===== src/rtl/hce_pkg.sv =====
package hce_pkg;

  typedef enum logic [2:0] {
    ALG_MD5    = 3'd0,
    ALG_SHA1   = 3'd1,
    ALG_SHA224 = 3'd2,
    ALG_SHA256 = 3'd3,
    ALG_SHA384 = 3'd4,
    ALG_SHA512 = 3'd5
  } hce_alg_e;

  // word indices that the software map depends on
  localparam int W_CRYPT = 4;
  localparam int W_STAT  = 7;
  localparam int W_SRC   = 8;
  localparam int W_DST   = 9;
  localparam int W_KEY   = 10;
  localparam int W_LEN   = 11;
  localparam int W_CMD   = 12;

  localparam int ST_BUSY = 0;
  localparam int ST_DONE = 9;
  localparam int C_IRQEN = 9;
  localparam int C_SG    = 18;

  localparam logic [31:0] LEN_KEEP = 32'h0FFF_FFFF;

endpackage


===== src/rtl/hce_alg_decode.sv =====
module hce_alg_decode
  import hce_pkg::*;
(
  input  logic [2:0] fam_i,
  input  logic [2:0] sub_i,
  input  logic [1:0] mode_i,
  output logic       valid_o,
  output hce_alg_e   alg_o,
  output logic       accum_o
);

  always_comb begin
    valid_o = 1'b1;
    alg_o   = ALG_MD5;
    case ({sub_i, fam_i})
      6'b000_000: alg_o = ALG_MD5;
      6'b000_010: alg_o = ALG_SHA1;
      6'b000_100: alg_o = ALG_SHA224;
      6'b000_101: alg_o = ALG_SHA256;
      6'b000_110: alg_o = ALG_SHA512;
      6'b001_110: alg_o = ALG_SHA384;
      6'b010_110: alg_o = ALG_SHA256;
      default:    valid_o = 1'b0;
    endcase
    accum_o = (mode_i == 2'b10);
  end

endmodule


===== src/rtl/hce_status_track.sv =====
module hce_status_track (
  input  logic clk,
  input  logic rst_n,
  input  logic launch_i,
  input  logic irq_en_i,
  input  logic done_i,
  input  logic clr_i,
  output logic busy_o,
  output logic flag_o,
  output logic irq_o
);

  logic busy_q, busy_d;
  logic flag_q, flag_d;
  logic irq_q,  irq_d;
  logic fin;
  logic upd;

  assign fin = done_i && busy_q;
  assign upd = launch_i || fin || clr_i;

  always_comb begin
    busy_d = busy_q;
    flag_d = flag_q;
    irq_d  = irq_q;
    if (launch_i) busy_d = 1'b1;
    else if (fin) busy_d = 1'b0;
    if (fin)        flag_d = 1'b1;
    else if (clr_i) flag_d = 1'b0;
    if (fin && irq_en_i) irq_d = 1'b1;
    else if (clr_i)      irq_d = 1'b0;
  end

  always_ff @(posedge clk or negedge rst_n) begin
    if (!rst_n) begin
      busy_q <= 1'b0;
      flag_q <= 1'b0;
      irq_q  <= 1'b0;
    end else if (upd) begin
      busy_q <= busy_d;
      flag_q <= flag_d;
      irq_q  <= irq_d;
    end
  end

  assign busy_o = busy_q;
  assign flag_o = flag_q;
  assign irq_o  = irq_q;

  // the interrupt never stands without the completion flag
  a_r9_irq_needs_flag: assert property (@(posedge clk) disable iff (!rst_n)
    irq_q |-> flag_q);
  // completion while busy sets the flag and ends busy
  a_r8_done_sets_flag: assert property (@(posedge clk) disable iff (!rst_n)
    (done_i && busy_q) |=> (flag_q && !busy_q));
  // completion beats a same-cycle clear
  a_r11_set_wins: assert property (@(posedge clk) disable iff (!rst_n)
    (done_i && busy_q && clr_i) |=> flag_q);
  // a clear without completion drops flag and interrupt
  a_r10_clear: assert property (@(posedge clk) disable iff (!rst_n)
    (clr_i && !(done_i && busy_q)) |=> (!flag_q && !irq_q));
  // an idle done pulse leaves the flag alone
  a_r8_idle_done: assert property (@(posedge clk) disable iff (!rst_n)
    (done_i && !busy_q && !clr_i) |=> $stable(flag_q));

endmodule


===== src/rtl/hce_ctrl.sv =====
module hce_ctrl
  import hce_pkg::*;
#(
  parameter int          AW        = 6,
  parameter int          NUM_WORDS = 16,
  parameter logic [31:0] SRC_MASK  = 32'h7FFF_FFFF,
  parameter logic [31:0] DST_MASK  = 32'h7FFF_FFF8,
  parameter logic [31:0] KEY_MASK  = 32'h7FFF_FFF8,
  parameter logic [31:0] CMD_MASK  = 32'h0014_7FFF
) (
  input  logic          clk,
  input  logic          rst_n,
  input  logic          wr_en,
  input  logic          rd_en,
  input  logic [AW-1:0] addr,
  input  logic [31:0]   wdata,
  output logic [31:0]   rdata,
  input  logic          done_i,
  output logic          start_o,
  output logic [2:0]    algo_o,
  output logic          sg_o,
  output logic          accum_o,
  output logic          irq_o
);

  localparam int N_ADR = 4;
  localparam logic [31:0] ADR_MASKS [N_ADR] = '{SRC_MASK, DST_MASK, KEY_MASK, LEN_KEEP};

  // reset: asynchronous assert, synchronous release
  logic [1:0] rs_q;
  logic       rst_ns;
  always_ff @(posedge clk or negedge rst_n) begin
    if (!rst_n) rs_q <= 2'b00;
    else        rs_q <= {rs_q[0], 1'b1};
  end
  assign rst_ns = rs_q[1];

  logic in_range;
  assign in_range = ({{(32-AW){1'b0}}, addr} < NUM_WORDS);

  // address/length words
  logic [31:0] adr_q [N_ADR];
  for (genvar g = 0; g < N_ADR; g++) begin : g_adr
    logic en;
    logic [31:0] d;
    assign en = wr_en && in_range && (addr == AW'(W_SRC + g));
    assign d  = wdata & ADR_MASKS[g];
    always_ff @(posedge clk or negedge rst_ns) begin
      if (!rst_ns)  adr_q[g] <= '0;
      else if (en)  adr_q[g] <= d;
    end
  end

  // crypt command word, storage only
  logic [31:0] crypt_q;
  logic        crypt_wr;
  assign crypt_wr = wr_en && in_range && (addr == AW'(W_CRYPT));
  always_ff @(posedge clk or negedge rst_ns) begin
    if (!rst_ns)       crypt_q <= '0;
    else if (crypt_wr) crypt_q <= wdata;
  end

  // hash command
  logic        cmd_wr, accept, launch, busy, flag, stat_clr;
  logic [31:0] cmd_d, cmd_q;
  logic        dec_valid, dec_accum;
  hce_alg_e    dec_alg;

  assign cmd_wr   = wr_en && in_range && (addr == AW'(W_CMD));
  assign cmd_d    = wdata & CMD_MASK;
  assign accept   = cmd_wr && !busy;
  assign launch   = accept && dec_valid;
  assign stat_clr = wr_en && in_range && (addr == AW'(W_STAT)) && wdata[ST_DONE];

  hce_alg_decode u_dec (
    .fam_i   (cmd_d[6:4]),
    .sub_i   (cmd_d[12:10]),
    .mode_i  (cmd_d[8:7]),
    .valid_o (dec_valid),
    .alg_o   (dec_alg),
    .accum_o (dec_accum)
  );

  always_ff @(posedge clk or negedge rst_ns) begin
    if (!rst_ns)     cmd_q <= '0;
    else if (accept) cmd_q <= cmd_d;
  end

  logic       start_q, sg_q, acc_q;
  hce_alg_e   alg_q;
  always_ff @(posedge clk or negedge rst_ns) begin
    if (!rst_ns) start_q <= 1'b0;
    else         start_q <= launch;
  end
  always_ff @(posedge clk or negedge rst_ns) begin
    if (!rst_ns) begin
      alg_q <= ALG_MD5;
      sg_q  <= 1'b0;
      acc_q <= 1'b0;
    end else if (launch) begin
      alg_q <= dec_alg;
      sg_q  <= cmd_d[C_SG];
      acc_q <= dec_accum;
    end
  end

  hce_status_track u_stat (
    .clk      (clk),
    .rst_n    (rst_ns),
    .launch_i (launch),
    .irq_en_i (cmd_q[C_IRQEN]),
    .done_i   (done_i),
    .clr_i    (stat_clr),
    .busy_o   (busy),
    .flag_o   (flag),
    .irq_o    (irq_o)
  );

  // read path
  logic [31:0] stat_w;
  always_comb begin
    stat_w          = '0;
    stat_w[ST_BUSY] = busy;
    stat_w[ST_DONE] = flag;
  end

  always_comb begin
    rdata = '0;
    if (rd_en && in_range) begin
      case (addr)
        AW'(W_CRYPT): rdata = crypt_q;
        AW'(W_STAT):  rdata = stat_w;
        AW'(W_SRC):   rdata = adr_q[0];
        AW'(W_DST):   rdata = adr_q[1];
        AW'(W_KEY):   rdata = adr_q[2];
        AW'(W_LEN):   rdata = adr_q[3];
        AW'(W_CMD):   rdata = cmd_q;
        default:      rdata = '0;
      endcase
    end
  end

  assign start_o = start_q;
  assign algo_o  = alg_q;
  assign sg_o    = sg_q;
  assign accum_o = acc_q;

  // start lasts a single cycle
  a_r6_start_single: assert property (@(posedge clk) disable iff (!rst_ns)
    start_o |=> !start_o);
  // busy is already up while start is shown
  a_r7_busy_with_start: assert property (@(posedge clk) disable iff (!rst_ns)
    start_o |-> busy);
  // an invalid accepted command gives no start
  a_r5_invalid_no_start: assert property (@(posedge clk) disable iff (!rst_ns)
    (cmd_wr && !busy && !dec_valid) |=> !start_o);
  // command writes while busy are dropped
  a_r7_busy_blocks: assert property (@(posedge clk) disable iff (!rst_ns)
    (cmd_wr && busy) |=> (!start_o && $stable(cmd_q)));
  // qualifiers hold between starts
  a_r6_hold: assert property (@(posedge clk) disable iff (!rst_ns)
    !start_o |-> ($stable(algo_o) && $stable(sg_o) && $stable(accum_o)));

endmodule


===== config.mk =====
export PLATFORM = sky130hd
export DESIGN_NAME = hce_ctrl
export DESIGN_NICKNAME = d
export VERILOG_FILES = /design/src/rtl/hce_pkg.sv /design/src/rtl/hce_alg_decode.sv /design/src/rtl/hce_status_track.sv /design/src/rtl/hce_ctrl.sv
export SDC_FILE = /design/constraint.sdc
export NUM_CORES = 1
export LEC_CHECK = 0
export BUFFER_PORTS_ARGS = -buffer_cell sky130_fd_sc_hd__buf_2
export CAP_MARGIN = 0
export CORE_MARGIN = 2
export CORE_UTILIZATION = 64
export DETAILED_ROUTE_END_ITERATION = 8
export PLACE_DENSITY = 0.82
export SETUP_SLACK_MARGIN = 0.02
export SYNTH_ARGS = -nofsm -noshare
export SYNTH_HDL_FRONTEND = slang
export SYNTH_HIERARCHICAL = 1
export SYNTH_SLANG_ARGS = --single-unit

===== constraint.sdc =====
create_clock -name clk -period 12.05 [get_ports clk]
set_input_delay 2.41 -clock clk [delete_from_list [all_inputs] [get_ports clk]]
set_output_delay 2.41 -clock clk [all_outputs]
set_load 0.005 [all_outputs]

# ---- Word-level counts from Yosys, hierarchy flattened
# Index checks and enable logic that the tools add are counted.
dict set report totals {
  output_inout_bits 39
  wordCells 64
  mem_bits_rw 0
  latch_bits 0
  n_memories 0
  rom_bits 0
  regBits 175
}
dict set report op_classes {
  n_eq_ne 14
  muxes 9
  n_reduce_logical 26
  magnitude_cmp 1
  div_mod_pow 0
  shift 0
  n_addsub 0
  bitwise_logic 0
  multipliers 0
}
# operator n
set ops {}
lappend ops {{32-bit case mux with 7 select lines} 1}
lappend ops {{6-bit by 4-bit equality test with 1-bit output, second input constant} 6}
lappend ops {{32-bit 2-to-1 mux} 1}
lappend ops {{6-bit by 3-bit equality test with 1-bit output, second input constant} 5}
lappend ops {{3-bit case mux with 5 select lines} 1}
lappend ops {{1-bit logical AND} 14}
lappend ops {{7-bit OR reduction} 1}
lappend ops {{6-bit by 2-bit equality test with 1-bit output, second input constant} 1}
lappend ops {{6-bit by 5-bit equality test with 1-bit output, second input constant} 1}
lappend ops {{6-bit logical NOT} 1}
lappend ops {{6-bit by 5-bit less-than comparator with 1-bit output, second input constant} 1}
lappend ops {{1-bit 2-to-1 mux} 6}
lappend ops {{2-bit AND reduction} 3}
lappend ops {{2-bit nonzero test} 3}
lappend ops {{2-bit equality test, second input constant} 1}
lappend ops {{1-bit logical OR} 2}
lappend ops {{2-bit OR reduction} 1}
lappend ops {{1-bit logical NOT} 1}

# ---- Logic depth before layout (Yosys ltp)
dict set report depth {
  word_depth 8
  mapped_depth 7
  mapped_depth_nobuf 5
}

# ---- Modules after synthesis
# The synthesis kept the hierarchy.
# module instances area_each_um2 seq_area_each_um2 cells_per_inst
set by_module_without_submodules {}
lappend by_module_without_submodules {hce_ctrl 1 7881.3 4304.1 567}
lappend by_module_without_submodules {hce_status_track 1 112.6 75.1 11}
lappend by_module_without_submodules {hce_alg_decode 1 91.3 0.0 15}

# ---- Worst setup path after synthesis
# No wires, ideal clock.
dict set report synth_timing {
  kind {in2out}
  from {input port addr[0]}
  to {output port rdata[26]}
  stages 6
  arrival_ns 3.838
  setup_slack_ns 5.802
  path_cell_list {clkbuf_1 -> buf_1 -> mux2_2 -> a22o_1 -> a222oi_1 -> nor2_1}
}
dict set report synth_via {
  elab_chain_len 3
  elab_cells_between_ends 11
  cone_classes {order compare (1); eq/ne (7); mux (2); reduce/logical (1)}
}
# element line_no
set synth_rtl {}
lappend synth_rtl {{start: declaration} hce_ctrl.sv:15} ;# input logic [AW-1:0] addr,
lappend synth_rtl {{6-bit by 5-bit less-than comparator with 1-bit output, or another cell as far along} hce_ctrl.sv:39} ;# assign in_range = ({{(32-AW){1'b0}}, addr} < NUM_WORDS);
lappend synth_rtl {{1-bit logical AND / 32-bit case mux with 7 select lines (equally long branches)} {hce_ctrl.sv:129, hce_ctrl.sv:130}}
lappend synth_rtl {{32-bit 2-to-1 mux (*)} hce_ctrl.sv:129} ;# if (rd_en && in_range) begin
lappend synth_rtl {{end: declaration} hce_ctrl.sv:17} ;# output logic [31:0] rdata,
# Mark *: on every way between the ends. The rest lies on a longest branch, timed or not.

# ---- Worst setup path after layout
dict set report layout_timing {
  from {input port addr[1]}
  to {output port rdata[29]}
}
# The elaborated chain is that of the path after synthesis.

==> metrics.txt <==
Setup Buffers After CTS=0; post-synth top area share=a little over half; Final Util=between 70% and 80%; Crit Reg-Reg Startpoint=u_stat/busy_o$_DFFE_PN0P_; Worst slew margin=approximately 25%; first-pass GRT wire length=approximately 29,000 um; Post-Layout Cell Count=about 850; Final min period=roughly 7.3 ns; Pleak=around 4.5 nW; CP arrival=roughly 4.9 ns; worst min path class=register to async pin; Syn. warnings=6; async set or reset register ratio after synthesis=100.0%; initial core utilization=about two thirds; crit path launch=addr[1]; FF-to-FF End=algo_o[2]$_DFFE_PN0P_; Die ar.=approximately 14,000 um^2; post-cts repair resize count=0; Worst Setup EP=rdata[29]; Least-Margin Pin Slew=~1.1 ns; Fmax achieved=between 0.1 and 0.15 GHz; Synth Register Bits=between 150 and 200; Final ANT Viol Nets=0; gr usage total=about 29%; CTS tree=done; commonest cells in the netlist=205 x mux2_2, 175 x dfrtp_1, 32 x a22oi_1; global placement routability congestion=0.7761; post-synth cell types=43; R2R setup slack=9.84 ns; Tot Pwr=~1.5 mW; Die Y=roughly 120 um; worst skew pair latency=around 0.43 ns; row cnt=41; final wirelength=around 18,000 um; total CTS buffers=17; Die Wd=116.4 um; vias in the first global route=around 5.5k; Mapped Area=approximately 8100 um^2; CTS root buf=clkbuf_16; DRC viols=0; Clock transition at path regs=approximately 0.060 ns; total grt overflow=0; Synth Area per Inst=roughly 14 um^2; CP Capture Type=primary output; placed cells=~820; Inserted Diodes=0; Synth area leaders=dfrtp_1 54%, mux2_2 29%, a22oi_1 3.0%, a22o_1 1.9%, a222oi_1 1.5%; post-route clock period utilization=slightly above 60%; power density cells=around 160 nW/um^2; Cells after Synth=593; WL/cell=approximately 22 um; I/O Pins=a little over 80; clk buf depth=2; Crit Path Category=input pin to primary output; Max rail drop VDD=roughly 0.11 mV; vias per inst=roughly 6.3; top-count cell post-synth=mux2_2; EDFF count, synth=0; footprint of the multi-input gates=3527 um^2; initial antenna violation count=1; Final Hold Viols=0; largest net degree at the start of global routing=82; register area=4383 um^2; first drt pass iteration count=4; post-synthesis net count=about 640; IO buf count=between 80 and 90; CP startpoint kind=input pin; CTS Hold Bufs=0; max-slew violations=0; CP max FO=34; H-tree level count=4; Post-DP HPWL=10,980 um; final setup TNS=0 ns; Placeable Area=approximately 12,000 um^2; Fillers=around 810; P&R area growth vs syn=14.83%; final setup fails=0; max-cap violations=0; share of layout cells above drive strength 1=50.67%; first-iteration detailed-routing DRC count=~400; Synth area leader=dfrtp_1; routed vias=5,333; CP required=between 9 and 10 ns; # clock sinks=175; status=completed; RSZ-0062 raised after global routing=no; reg2reg path depth=4; Layout Nets=approximately 700; post-synthesis sequential area ratio=between 50 and 60%; top_reg_cell synth=dfrtp_1; clock skew=0.007149 ns
==> sequential cells by signal (all words and copies together), names as in the netlist <==
name,cells
adr_q,115
cmd_q,17
sg_o,1
accum_o,1
u_stat/flag_o,1
algo_o,3
rs_q,2
u_stat/irq_o,1
crypt_q,32
u_stat/busy_o,1
start_o,1
==> critical path, cell delays in order <==
cell	delay, ns
buf_2	0.34
or4_1	0.95
nor2_2	0.72
a22oi_1	0.19
a21oi_1	0.18
buf_2	0.13
==> kinds of logic after synthesis <==
family / share of synthesized area, %
other: 0.04638
DFF: 54.16
and+or+nand+nor: 4.890
buffers and inverters: 2.244
AOI/OAI and AO/OA: 9.053
muxes: 29.60
==> metrics by stage <==
| step | area, um^2 | hold WS [ns] | setup WS, ns |
|---|---|---|---|
| 2_1_floorplan | 8085 | 0.3312 | 5.802 |
| 6_report | 9284 | 0.1756 | 4.701 |
| 3_5_place_dp | 8613 | 0.1744 | 4.766 |
| 3_3_place_gp | 8613 | 0.1696 | 4.747 |
| 5_1_grt | 9284 | 0.1899 | 4.561 |
| 4_1_cts | 9284 | 0.1805 | 4.752 |
==> per-layer routing <==
metal	vias to the layer above	share of wire, %	GRT usage, %
li1	2356	-	-
met2	155	50	48.53
met5	-	0.071	0
met3	34	5.0	5.760
met4	2	2.1	11.19
met1	2786	43	36.95
==> cell type report <==
type,count,share of cell area [%]
clock buffer,21,4.960
tap,172,2.318
multi-input combinational,374,37.99
inverter,4,0.1617
clock inverter,11,2.264
timing repair buffer,90,5.094
sequential,175,47.21
==> placed cells by master, fill, tap and decap left out, types with 5 or more instances in the layout <==
master,n
a21oi_1,7
o22a_1,13
a22o_1,18
mux2_2,205
buf_2,81
clkbuf_16,17
nor2_1,31
a222oi_1,12
a22oi_1,32
buf_4,9
dfrtp_1,174
mux2_4,5
bufinv_16,6
nand2_1,9
==> report_power, final <==
group | internal, mW | switching, mW | total [mW]
Combinational | 0.0903 | 0.0729 | 0.163
Sequential | 0.662 | 0.0394 | 0.702
Clock | 0.399 | 0.219 | 0.618
==> worst min path at each step <==
stage / end / cells past startpoint
after floorplan: rs_q[1]$_DFF_PN0_ / 0
after global placement: crypt_q[13]$_DFFE_PN0P_ / 0
after detailed placement: cmd_q[13]$_DFFE_PN0P_ / 0
after CTS: cmd_q[13]$_DFFE_PN0P_ / 0
after global routing: crypt_q[13]$_DFFE_PN0P_ / 0
final: crypt_q[13]$_DFFE_PN0P_ / 0
Power figures use the tool's default switching activity.
